## config.mk

```make
export PLATFORM = sky130hd
export DESIGN_NAME = brk_unit
export DESIGN_NICKNAME = d
export VERILOG_FILES = /design/src/rtl/brk_pkg.sv /design/src/rtl/brk_datapath.sv /design/src/rtl/brk_control.sv /design/src/rtl/brk_unit.sv
export SDC_FILE = /design/constraint.sdc
export NUM_CORES = 1
export LEC_CHECK = 0
export CAP_MARGIN = 15
export CORE_ASPECT_RATIO = 0.9
export CORE_UTILIZATION = 60
export CTS_CLUSTER_DIAMETER = 150
export DETAILED_ROUTE_END_ITERATION = 7
export PLACE_DENSITY = 0.84
export SLEW_MARGIN = 40
export SYNTH_ARGS = -nofsm -noshare
export SYNTH_HDL_FRONTEND = slang
export SYNTH_SLANG_ARGS = --single-unit
```

## constraint.sdc

```tcl
create_clock -name clk -period 4.2 [get_ports clk]
set_input_delay 0.42 -clock clk [delete_from_list [all_inputs] [get_ports clk]]
set_output_delay 0.42 -clock clk [all_outputs]
set_load 0.02 [all_outputs]
```

## src/rtl/brk_pkg.sv

```systemverilog
package brk_pkg;
  localparam int CH_NUM      = 2;
  localparam int REG_SEL_W   = 4;
  localparam int REGS_PER_CH = 3;
  localparam int OFS_ADDR    = 0;
  localparam int OFS_MASK    = 1;
  localparam int OFS_COND    = 2;
  localparam int REG_DATA    = 6;
  localparam int REG_DMASK   = 7;
  localparam int REG_FLAGS   = 8;
  localparam int REG_COUNT   = 9;
  localparam int COND_W      = 10;

  typedef struct packed {
    logic       dataChk;
    logic       countEn;
    logic       afterExec;
    logic [1:0] sizeCode;
    logic       sizeChk;
    logic       onWrite;
    logic       onRead;
    logic       onData;
    logic       onFetch;
  } brkCond_t;

  typedef struct packed {
    logic cntDec;
  } ctlStrobe_t;
endpackage

```

## src/rtl/brk_datapath.sv

```systemverilog
module brk_datapath
  import brk_pkg::*;
#(
  parameter int WORD_W = 32,
  parameter int CNT_W  = 12
) (
  input  logic                 clk,
  input  logic                 rstN,
  input  logic                 cfgWrEn,
  input  logic [REG_SEL_W-1:0] cfgSel,
  input  logic [WORD_W-1:0]    cfgWrData,
  input  logic                 busValid,
  input  logic [WORD_W-1:0]    busAddr,
  input  logic [WORD_W-1:0]    busData,
  input  logic                 busIsFetch,
  input  logic                 busIsWrite,
  input  logic [1:0]           busSize,
  input  ctlStrobe_t           strb,
  output logic [CH_NUM-1:0]    chHit,
  output logic [CH_NUM-1:0]    chAfter,
  output logic                 cntEnB,
  output logic                 cntLast
);
  localparam int CH_B = CH_NUM - 1;

  logic [WORD_W-1:0] cmpAddr [CH_NUM];
  logic [WORD_W-1:0] cmpMask [CH_NUM];
  brkCond_t          cond    [CH_NUM];
  logic [WORD_W-1:0] cmpData;
  logic [WORD_W-1:0] dataMask;
  logic [CNT_W-1:0]  cntVal;
  logic              cntWrite;

  assign cntWrite = cfgWrEn && (cfgSel == REG_SEL_W'(REG_COUNT));

  always_ff @(posedge clk or negedge rstN) begin
    if (!rstN) begin
      for (int c = 0; c < CH_NUM; c++) begin
        cmpAddr[c] <= '0;
        cmpMask[c] <= '0;
        cond[c]    <= '0;
      end
      cmpData  <= '0;
      dataMask <= '0;
    end else if (cfgWrEn) begin
      for (int c = 0; c < CH_NUM; c++) begin
        if (cfgSel == REG_SEL_W'(c * REGS_PER_CH + OFS_ADDR)) cmpAddr[c] <= cfgWrData;
        if (cfgSel == REG_SEL_W'(c * REGS_PER_CH + OFS_MASK)) cmpMask[c] <= cfgWrData;
        if (cfgSel == REG_SEL_W'(c * REGS_PER_CH + OFS_COND))
          cond[c] <= brkCond_t'(cfgWrData[COND_W-1:0]);
      end
      if (cfgSel == REG_SEL_W'(REG_DATA))  cmpData  <= cfgWrData;
      if (cfgSel == REG_SEL_W'(REG_DMASK)) dataMask <= cfgWrData;
    end
  end

  // Execution counter: reload wins over decrement
  always_ff @(posedge clk or negedge rstN) begin
    if (!rstN)              cntVal <= '0;
    else if (cntWrite)      cntVal <= cfgWrData[CNT_W-1:0];
    else if (strb.cntDec)   cntVal <= cntVal - 1'b1;
  end

  assign cntLast = (cntVal <= CNT_W'(1));
  assign cntEnB  = cond[CH_B].countEn;

  for (genvar c = 0; c < CH_NUM; c++) begin : g_ch
    logic addrOk, typeOk, dirOk, sizeOk, dataOk;
    assign addrOk = ((busAddr ^ cmpAddr[c]) & ~cmpMask[c]) == '0;
    assign typeOk = busIsFetch ? cond[c].onFetch : cond[c].onData;
    assign dirOk  = busIsWrite ? cond[c].onWrite : cond[c].onRead;
    assign sizeOk = !cond[c].sizeChk || (busSize == cond[c].sizeCode);
    if (c == CH_B) begin : g_data
      assign dataOk = !cond[c].dataChk || (((busData ^ cmpData) & ~dataMask) == '0);
    end else begin : g_nodata
      assign dataOk = 1'b1;
    end
    assign chHit[c]   = busValid && addrOk && typeOk && dirOk && sizeOk && dataOk;
    assign chAfter[c] = cond[c].afterExec;
  end

  // control must never decrement a counter already at its floor
  a_r6_cnt_floor: assert property (@(posedge clk) disable iff (!rstN)
    strb.cntDec |-> !cntLast);
  // a decrement without a reload lowers the count by one
  a_r6_cnt_step: assert property (@(posedge clk) disable iff (!rstN)
    (strb.cntDec && !cntWrite) |=> (cntVal == $past(cntVal) - 1'b1));
endmodule

```

## src/rtl/brk_control.sv

```systemverilog
module brk_control
  import brk_pkg::*;
(
  input  logic              clk,
  input  logic              rstN,
  input  logic [CH_NUM-1:0] chHit,
  input  logic [CH_NUM-1:0] chAfter,
  input  logic              cntEnB,
  input  logic              cntLast,
  input  logic              retire,
  input  logic              flagWr,
  input  logic [CH_NUM-1:0] flagWrData,
  output ctlStrobe_t        strb,
  output logic [CH_NUM-1:0] matchFlag,
  output logic              breakReq
);
  localparam int CH_B = CH_NUM - 1;

  logic [CH_NUM-1:0] pend;
  logic [CH_NUM-1:0] chEvent;
  logic [CH_NUM-1:0] fire;
  logic [CH_NUM-1:0] keepMask;

  always_comb begin
    for (int c = 0; c < CH_NUM; c++)
      chEvent[c] = chAfter[c] ? (pend[c] && retire) : chHit[c];
    fire       = chEvent;
    fire[CH_B] = chEvent[CH_B] && (!cntEnB || cntLast);
    strb.cntDec = chEvent[CH_B] && cntEnB && !cntLast;
    keepMask   = flagWr ? flagWrData : '1;
  end

  always_ff @(posedge clk or negedge rstN) begin
    if (!rstN) begin
      pend      <= '0;
      matchFlag <= '0;
      breakReq  <= 1'b0;
    end else begin
      pend      <= (pend & ~{CH_NUM{retire}}) | (chHit & chAfter);
      matchFlag <= (matchFlag & keepMask) | fire;
      breakReq  <= |fire;
    end
  end

  // a before-mode hit on channel A breaks on the next clock
  a_r4_before_break: assert property (@(posedge clk) disable iff (!rstN)
    (chHit[0] && !chAfter[0]) |=> (breakReq && matchFlag[0]));
  // a request needs a retire or a before-mode hit in the prior cycle
  a_r5_cause: assert property (@(posedge clk) disable iff (!rstN)
    $rose(breakReq) |-> ($past(retire) || $past(|(chHit & ~chAfter))));
  // simultaneous before-mode hits set both flags with a request
  a_r8_both: assert property (@(posedge clk) disable iff (!rstN)
    (&(chHit & ~chAfter) && !cntEnB) |=> (breakReq && (&matchFlag)));
  // a flag stays set unless software writes zero to it
  a_r9_flag_sticky: assert property (@(posedge clk) disable iff (!rstN)
    (matchFlag[0] && !(flagWr && !flagWrData[0])) |=> matchFlag[0]);
  // a request is always reflected in at least one flag
  a_r9_flag_with_req: assert property (@(posedge clk) disable iff (!rstN)
    breakReq |-> (|matchFlag));
endmodule

```

## src/rtl/brk_unit.sv

```systemverilog
module brk_unit
  import brk_pkg::*;
#(
  parameter int WORD_W = 32,
  parameter int CNT_W  = 12
) (
  input  logic                 clk,
  input  logic                 rstN,
  input  logic                 cfgWrEn,
  input  logic [REG_SEL_W-1:0] cfgSel,
  input  logic [WORD_W-1:0]    cfgWrData,
  input  logic                 busValid,
  input  logic [WORD_W-1:0]    busAddr,
  input  logic [WORD_W-1:0]    busData,
  input  logic                 busIsFetch,
  input  logic                 busIsWrite,
  input  logic [1:0]           busSize,
  input  logic                 retire,
  output logic                 matchFlagA,
  output logic                 matchFlagB,
  output logic                 breakReq
);
  ctlStrobe_t        strb;
  logic [CH_NUM-1:0] chHit, chAfter, matchFlag;
  logic              cntEnB, cntLast, flagWr;

  assign flagWr = cfgWrEn && (cfgSel == REG_SEL_W'(REG_FLAGS));

  brk_datapath #(.WORD_W(WORD_W), .CNT_W(CNT_W)) i_dp (
    .clk(clk), .rstN(rstN), .cfgWrEn(cfgWrEn), .cfgSel(cfgSel), .cfgWrData(cfgWrData),
    .busValid(busValid), .busAddr(busAddr), .busData(busData), .busIsFetch(busIsFetch),
    .busIsWrite(busIsWrite), .busSize(busSize), .strb(strb), .chHit(chHit),
    .chAfter(chAfter), .cntEnB(cntEnB), .cntLast(cntLast)
  );

  brk_control i_ctl (
    .clk(clk), .rstN(rstN), .chHit(chHit), .chAfter(chAfter), .cntEnB(cntEnB),
    .cntLast(cntLast), .retire(retire), .flagWr(flagWr),
    .flagWrData(cfgWrData[CH_NUM-1:0]), .strb(strb), .matchFlag(matchFlag),
    .breakReq(breakReq)
  );

  assign matchFlagA = matchFlag[0];
  assign matchFlagB = matchFlag[1];
endmodule

```

== After elaboration in Yosys (flattened, before gate mapping) ==
Index checks and enable logic that the tools add are counted.
Word-level totals
  register bits: 227
  output and inout bits: 3
  word-level logic and storage cells: 102
Cells by class
  add/sub/neg operators: 1
  magnitude comparators: 1
  equal/unequal tests: 11
  muxes and demuxes: 9
  bitwise logic cells: 15
  reduce and logical (&&, ||, !) cells: 39
Operators with widths (number)
  bitwise AND 32 bit: 3
  logical NOT 32 bit: 3
  inverter 32 bit: 3
  bitwise XOR 32 bit: 3
  2-to-1 mux 12 bit: 2
  equality test 4 x 3 -> 1 bit (second input constant): 4
  logical AND 1 bit: 16
  AND reduction 2 bit: 8
  <= comparator 12 x 1 -> 1 bit (second input constant): 1
  subtractor 12 x 1 -> 12 bit (second input constant): 1
  equality test 4 x 2 -> 1 bit (second input constant): 2
  equality test 4 bit (second input constant): 2
  bitwise AND 2 bit: 3
  2-to-1 mux 1 bit: 6
  logical NOT 1 bit: 5
  equality test 2 bit: 2
  equality test 4 x 1 -> 1 bit (second input constant): 1
  logical NOT 4 bit: 1
  logical OR 1 bit: 4
  bitwise OR 2 bit: 2
  2-to-1 mux 2 bit: 1
  inverter 2 bit: 1
  nonzero test 2 bit: 1
  OR reduction 2 bit: 1

== Depth between registers and ports, before layout ==
Gate-level depths: netlist (run 1).
  word-level depth: 13
  gate-level depth with buffers: 8
  gate-level depth less buffers: 8

== Hierarchy ==
Synthesis (run 1) repeated with hierarchy kept, for this count alone.
Unflattened totals
  cell total of the unflattened synthesis: 739
  area total of the unflattened synthesis: 10143.5 um^2
Modules (own cells, without submodules)
  brk_datapath: instances 1, cells each 711, area each 9869.5 um^2, sequential area each 5555.3 um^2
  brk_control: instances 1, cells each 26, area each 260.2 um^2, sequential area each 125.1 um^2
  brk_unit: instances 1, cells each 2, area each 13.8 um^2, sequential area each 0.0 um^2

== Worst setup path before layout (run 1) ==
OpenSTA, ideal clock, no wires.
  kind: input -> register
  start: input port busData[23]
  end: register i_dp.cntVal[11]
  library setup time: 0.124 ns
  data arrival time: 2.298 ns
  data required time: 4.076 ns
  setup slack: 1.778 ns
  stages: 8
  path buffers: 0
  cell sequence: xnor2_1 -> o22ai_1 -> nor4_2 -> nand4_1 -> a2111oi_4 -> o2111ai_2 -> o21a_1 -> o31a_1
Between the ends
  longest elaborated chain between the ends: 9
RTL lines
  start: declaration: line brk_unit.sv:14  | input logic [WORD_W-1:0] busData,
  bitwise XOR 32 bit: line brk_datapath.sv:74  | assign dataOk = !cond[c].dataChk || (((busData ^ cmpData) & ~dataMask) == '0);
  bitwise AND 32 bit: line brk_datapath.sv:74
  logical NOT 32 bit: line brk_datapath.sv:74
  logical OR 1 bit: line brk_datapath.sv:74
  logical AND 1 bit: line brk_datapath.sv:78  | assign chHit[c] = busValid && addrOk && typeOk && dirOk && sizeOk && dataOk;
  2-to-1 mux 1 bit: line brk_control.sv:26  | chEvent[c] = chAfter[c] ? (pend[c] && retire) : chHit[c];
  logical AND 1 bit (2 in a row): line brk_control.sv:29  | strb.cntDec = chEvent[CH_B] && cntEnB && !cntLast;
  nonzero test 2 bit (no source line)
  end signal: assignment: line brk_datapath.sv:60  | else if (cntWrite) cntVal <= cfgWrData[CNT_W-1:0];
  end signal: assignment: line brk_datapath.sv:61  | else if (strb.cntDec) cntVal <= cntVal - 1'b1;
  end: declaration: line brk_datapath.sv:31  | logic [CNT_W-1:0] cntVal;
Every way passes these cells.
A chain may end at the register's enable or synchronous reset.

== Worst setup path in the final report (run 1) ==
  start: register i_dp.cmpData[5]
  end: register i_dp.cntVal[9]
Between the ends
  longest elaborated chain between the ends: 9
RTL lines
  start: declaration: line brk_datapath.sv:29  | logic [WORD_W-1:0] cmpData;
  start signal: assignment: line brk_datapath.sv:52  | if (cfgSel == REG_SEL_W'(REG_DATA)) cmpData <= cfgWrData;
  bitwise XOR 32 bit: line brk_datapath.sv:74
  bitwise AND 32 bit: line brk_datapath.sv:74
  logical NOT 32 bit: line brk_datapath.sv:74
  logical OR 1 bit: line brk_datapath.sv:74
  logical AND 1 bit: line brk_datapath.sv:78
  2-to-1 mux 1 bit: line brk_control.sv:26
  logical AND 1 bit (2 in a row): line brk_control.sv:29
  nonzero test 2 bit (no source line)
Every way passes these cells.

==> flow_summary.toml, run 1 <==
[placed_design]
hpwl_microns = 17100
dp_slack_ns = 0.823
dp_cells = 1045
io_buffer_count = 111
finalWeightedCongestion = 0.840

[synthesis]
ys.flop_type = "dfrtp_1"
syn_inst = 743
synth.net_count = 854
ys_ff_latch = 227
yosysWarnings = 0
syn_area_sq_um = 10200
synth_edf_count = 0
syn_area_per_cell_sq_um = 13.7
synth-seq-area-share_pct = 55.8
synthArstFlopShare_pct = 100
ys_types = 40

[setup_path]
crit_slowest_cell = "a2111oi_4"
cp-end-kind = "register"
cpPeakStageDelay_ns = 0.66
critPathRequiredTime_ns = 4.59
arrival_ns = 3.29
cp-start-kind = "register"
crit_fanout = 6
crit_chain = "xnor2_1, o22ai_1, nor4_2, nand4_1, a2111oi_4, o2111ai_2, o21a_1, o31a_1"
critical_path_class = "reg -> reg"

[drt]
drtIter0Drc = 426
ant_nets = 0
viasPerCell = 5.97
drt_first_pass_iters = 4
drc = 0
wirelength_microns = 24700
routedWlPerCell_microns = 22.7
vias = 6491

[clock_network]
post-cts-setup-buffers = 0
ctsResizeCount = 0
root_buffer = "clkbuf_16"
clkTransAtPathRegs_ns = 0.06
clock_latency_ns = 0.51
cts_buffers = 23
clockBufferDepth = 3
cts_tree = "done"
htreeDepth = 1
cts.sinks = 227

[job]
drv_cap = 0

[sta]
rsz0062_at_grt = "false"
worstMarginPinSlew_ns = 0.711
maxSlewViolCount = 0
fin_crit_ns = 2.90
setup_slack_ns = 1.30
finalHoldViolCount = 0
setup_tns_ns = 0
skew_ns = 0.0145
post-route-period-util_pct = 69.0
fmax_mhz = 345
slew_headroom_pct = 52.5
finalSetupViolations = 0

[power]
seqPwrFrac_pct = 47.2
p_int_uw = 4640
swShare_pct = 27.2
p_leak_uw = 0.00512
p_clk_share_pct = 32.0
switchingPower_uw = 1730
power_density_nw_per_um2 = 516
combinationalPowerShare_pct = 20.7
ir_drop_mv = 0.347

[finish]
final_layout_size_suffix_gt1_share_pct = 29.2
final_cell_count_no_fill = 1088
n_fill_cell = 1006
area_delta_synth_final_pct = 21.3
layout.nets = 976
post-route-util_pct = 75.5

[run_status]
status = "finished, final reports clean"

[hold_path]
hold_path_class = "in -> async"

[grt]
grt_antenna_before_repair = 1
grt_pass1_vias = 6993
grt_overflow_total = 0
grt_pass1_wl_microns = 39300
grtUsageTotal_pct = 29.6
grt_start_max_net_pins = 118

[floorplan]
fp.dieW_microns = 139
row_count = 44
core_sq_um = 16400
start_util_pct = 62.2
dieArea_sq_um = 17500
num_io_pins = 112
die_y_microns = 126
[cell usage in the layout (no fill, tap or decap), types with 3 or more instances in the layout]
master,synthesis,layout
dfrtp_1,227,227
mux2_2,199,199
clkdlybuf4s50_1,0,110
xnor2_1,100,100
o22ai_1,48,48
clkbuf_16,0,23
nand2_1,19,19
nor2_1,17,15
mux2_1,14,14
or3_1,8,8
buf_4,0,8
inv_1,6,6
o21ai_0,6,6
nor4_1,6,6
nand2b_1,5,5
nand3_1,5,5
o211ai_1,5,5
mux2i_1,4,4
or4_1,4,4
nor4_2,4,4
clkbuf_8,0,4
clkbuf_1,11,4
clkinv_2,0,4
xor2_1,3,3
o2111ai_1,3,3
nor3_1,4,3
nor2b_1,3,3
o21ai_1,3,3
[repair_timing]
item                                    4_1_cts  5_1_grt
endpoints found under the hold margin         0       49
hold buffers                                  0        1
endpoints found under the setup margin        0        0
[cell families (layout without fill, tap and decap cells)]
group / after synthesis / after routing / synth area share (%)
compound gates: 79 / 79 / 5.45
xor+xnor: 103 / 103 / 8.87
fa+ha+maj: 2 / 2 / 0.246
buf+inv: 31 / 168 / 1.14
flops: 227 / 227 / 55.8
mux: 217 / 217 / 24.0
other cells: 0 / 1 / 0
simple gates: 84 / 84 / 4.51
[state kept, by name, summed over array words and instances, names as in the netlist, 2 cells and up]
register / cells
i_ctl.matchFlag: 2
i_ctl.pend: 2
i_dp.chAfter: 2
i_dp.cmpAddr: 64
i_dp.cmpData: 32
i_dp.cmpMask: 64
i_dp.cntVal: 12
i_dp.cond: 15
i_dp.dataMask: 32
[synth_stat cells (3+ instances only)]
master	number	share of area, %
or3_1	8	0.49
o21ai_0	6	0.30
nor4_1	6	0.37
nor2b_1	3	0.18
xor2_1	3	0.26
nand2_1	19	0.70
nand2b_1	5	0.31
clkbuf_1	11	0.41
o21ai_1	3	0.15
o211ai_1	5	0.37
mux2_1	14	1.5
nor4_2	4	0.49
buf_1	14	0.52
nor3_1	4	0.20
or4_1	4	0.30
mux2_2	199	22
xnor2_1	100	8.6
o2111ai_1	3	0.26
nand3_1	5	0.25
nor2_1	17	0.63
o22ai_1	48	3.0
mux2i_1	4	0.39
inv_1	6	0.22
dfrtp_1	227	56
[power groups by stage]
stage                     registers [uW]  logic (uW)  clock network [uW]
after floorplan                     2940         880                   0
after global placement              3000        1250                   0
after detailed placement            3040        1310                   0
after CTS                           3010        1320                2060
after global routing                3070        1430                2150
final                               3010        1320                2040
[metrics by stage]
stage / cell area, sq um / power [uW] / hold slack [ns]
after global placement: 11500 / 4250 / 0.474
after global routing: 12300 / 6650 / 0.433
after detailed placement: 11600 / 4350 / 0.482
after CTS: 12300 / 6390 / 0.0313
final: 12300 / 6370 / 0.407
after floorplan: 10200 / 3820 / 0.124
[path summary, 6_finish.rpt]
check / startpoint / end / slack [ns] / depth (start not counted)
worst max-delay path: i_dp.cmpData[5] / i_dp.cntVal[9] / 1.30 / 8
worst max register to register: i_dp.cmpData[5] / i_dp.cntVal[9] / 1.30 / 8
max in group asynchronous: rstN / i_dp.cmpData[25] / 2.67 / 4
worst min register to register: i_dp.cmpMask[20] / i_dp.cmpMask[20] / 0.49 / 1
min in group clk: i_dp.cmpMask[20] / i_dp.cmpMask[20] / 0.49 / 1
worst min-delay path: rstN / i_dp.cmpMask[37] / 0.41 / 2
[final cells by class]
type,count,area (sq um),area share [%]
clock inverters,9,106,0.862
clock buffers,31,646,5.23
multi-input cells,485,4390,35.6
repair buffers,122,1230,9.99
flip-flops and latches,227,5680,46.0
diodes,1,2.50,0.0203
well taps,207,259,2.10
inverters,6,22.5,0.182
[worst max-delay path: cells and delay by family (launching register included)]
kind / cells / cell delay, ns
AOI/OAI and AO/OA: 5 / 1.52
and+or+nand+nor: 2 / 0.65
DFF: 1 / 0.39
xor gates and xnor gates: 1 / 0.21
[per-layer routing]
| layer | track usage [%] | vias to the layer above | wire (microns) |
|---|---|---|---|
| met5 | 0 | - | 0 |
| met4 | 7.58 | 0 | 513 |
| met3 | 4.60 | 41 | 1550 |
| met2 | 48.3 | 183 | 11800 |
| met1 | 41.8 | 3331 | 10900 |
| li1 | - | 2936 | - |
No activity file was read; power rests on OpenSTA's default activity.
==> run 2: changes to the inputs <==
--- a/config.mk
+++ b/config.mk
@@ -7,10 +7,10 @@
 export LEC_CHECK = 0
 export CAP_MARGIN = 15
 export CORE_ASPECT_RATIO = 0.9
-export CORE_UTILIZATION = 60
+export CORE_UTILIZATION = 51
 export CTS_CLUSTER_DIAMETER = 150
 export DETAILED_ROUTE_END_ITERATION = 7
-export PLACE_DENSITY = 0.84
+export PLACE_DENSITY = 0.76
 export SLEW_MARGIN = 40
 export SYNTH_ARGS = -nofsm -noshare
 export SYNTH_HDL_FRONTEND = slang
==> constraint.sdc (replaced) <==
create_clock -name clk -period 2.4 [get_ports clk]
set_input_delay 0.24 -clock clk [delete_from_list [all_inputs] [get_ports clk]]
set_output_delay 0.24 -clock clk [all_outputs]
set_load 0.02 [all_outputs]
==> flow_summary.toml, run 2 (same netlist as run 1, synthesis figures left out) <==
[sta]
setup_tns_ns = -1.56
slew_headroom_pct = 58.9
rsz0062_at_grt = "true"
setup_slack_ns = -0.213
post-route-period-util_pct = 109
maxSlewViolCount = 0
fmax_mhz = 383
skew_ns = 0.0182
finalSetupViolations = 13
fin_crit_ns = 2.61
worstMarginPinSlew_ns = 0.617
finalHoldViolCount = 0

[grt]
grtUsageTotal_pct = 25.7
grt_pass1_wl_microns = 39300
grt_pass1_vias = 7061
grt_antenna_before_repair = 0
grt_overflow_total = 0
grt_start_max_net_pins = 78

[clock_network]
cts.sinks = 227
cts_buffers = 24
clockBufferDepth = 3
clock_latency_ns = 0.51
clkTransAtPathRegs_ns = 0.06
root_buffer = "clkbuf_16"
cts_tree = "done"
htreeDepth = 1

[floorplan]
num_io_pins = 112
row_count = 48
dieArea_sq_um = 20500
core_sq_um = 19300
die_y_microns = 136
start_util_pct = 52.6
fp.dieW_microns = 151

[placed_design]
postPlaceCellArea_sq_um = 12100
dp_cells = 1137
dp_slack_ns = -0.648
hpwl_microns = 17700
finalWeightedCongestion = 0.861
io_buffer_count = 111

[setup_path]
ff2ff_setup_slack_ns = -0.21
critPathRequiredTime_ns = 2.78
cp-end-kind = "register"
critical_path_class = "reg -> reg"
reg2reg_depth = 10
r2r-start = "i_dp.cmpData[4]"
crit_fanout = 5
arrival_ns = 2.99
cp-start-kind = "register"
r2r-end = "i_dp.cntVal[9]"

[run_status]
status = "complete, but fails checks"
violations = "negative setup slack"

[finish]
final_cell_mix = "dfrtp_1 (227), mux2_2 (197), clkdlybuf4s50_1 (110), xnor2_1 (87), buf_4 (58)"
final_layout_size_suffix_gt1_share_pct = 36.0
fin_area_sq_um = 13100
final_cell_count_no_fill = 1192
layout.nets = 1037
top_regs = "i_dp.cmpAddr: 64 flops, i_dp.cmpMask: 64 flops"
final_common_cell = "dfrtp_1"
antenna_cells = 0
post-route-util_pct = 67.8
area_delta_synth_final_pct = 28.8

[drt]
drc = 0
ant_nets = 0
vias = 6716
drtIter0Drc = 282
routedWlPerCell_microns = 21.5
viasPerCell = 5.63
wirelength_microns = 25600
drt_first_pass_iters = 4

[power]
p_leak_uw = 0.00553
power_density_nw_per_um2 = 860
ir_drop_mv = 0.521

[hold_path]
hold_path_class = "in -> async"

[job]
drv_cap = 0
## run 2: cell count changes in the layout (fill, tap and decap cells not counted), sizes merged
| cell | previous run | this run |
|---|---|---|
| bufinv | 2 | 0 |
| clkbuf | 31 | 36 |
| o21ai | 10 | 11 |
| buf | 11 | 70 |
| diode | 1 | 0 |
| inv | 7 | 6 |
## run 2: metrics by stage
step                      hold WS [ns]  power [uW]
after floorplan                -0.0556        6690
after global placement           0.251        7500
after detailed placement         0.261        7670
after CTS                        0.340       11200
after global routing             0.377       11800
final                            0.309       11300
## run 2: worst max path at each step
stage | start | end | slack [ns]
floorplan | i_dp.cmpData[23] | i_dp.cntVal[11] | 0.007
global placement | busAddr[5] | i_dp.cntVal[11] | -0.61
detailed placement | busAddr[20] | i_dp.cntVal[9] | -0.65
CTS | i_dp.cmpAddr[5] | i_dp.cntVal[9] | -0.20
global route | i_dp.cmpData[16] | i_dp.cntVal[9] | -0.27
finish | i_dp.cmpData[4] | i_dp.cntVal[9] | -0.21
## run 2: layout make-up
class	count	area, sq um
clock buffers	36	707
clock inverters	6	33.8
fillers	1351	6230
inverters	6	22.5
multi-input cells	486	4600
flip-flops and latches	227	5680
well taps	250	313
repair buffers	181	1760
## run 2: power by group
| group | leakage, uW | internal, uW | switching (uW) |
|---|---|---|---|
| combinational | 0.00237 | 1440 | 1060 |
| sequential | 0.00279 | 4700 | 584 |
| clock | 0.000369 | 2030 | 1450 |
| total | 0.00553 | 8170 | 3100 |
## run 2: repair_timing
item / in CTS / in global routing
hold buffers: 1 / 0
hold endpoints to repair: 73 / 0
buffers inserted: 5 / 6
resized for setup: 8 / 23
gates cloned: 0 / 1
pin swaps: 7 / 25
endpoints found under the setup margin: 12 / 15
## run 2: per-layer routing
metal	up-vias	part of all wire [%]	global-route usage, %
met5	-	0	0
met4	0	1.9	6.17
met3	32	4.9	3.76
met2	152	49	43.3
met1	3487	44	35.0
li1	3045	-	-
## run 2: worst max-delay path: stages, from the launching register on
cell	delay, ns
dfrtp_1	0.38
xnor2_1	0.19
o22ai_1	0.11
nor4_2	0.26
buf_4	0.17
nand4_1	0.18
a2111oi_4	0.35
buf_6	0.18
o2111ai_4	0.14
o21a_1	0.22
o31a_1	0.29
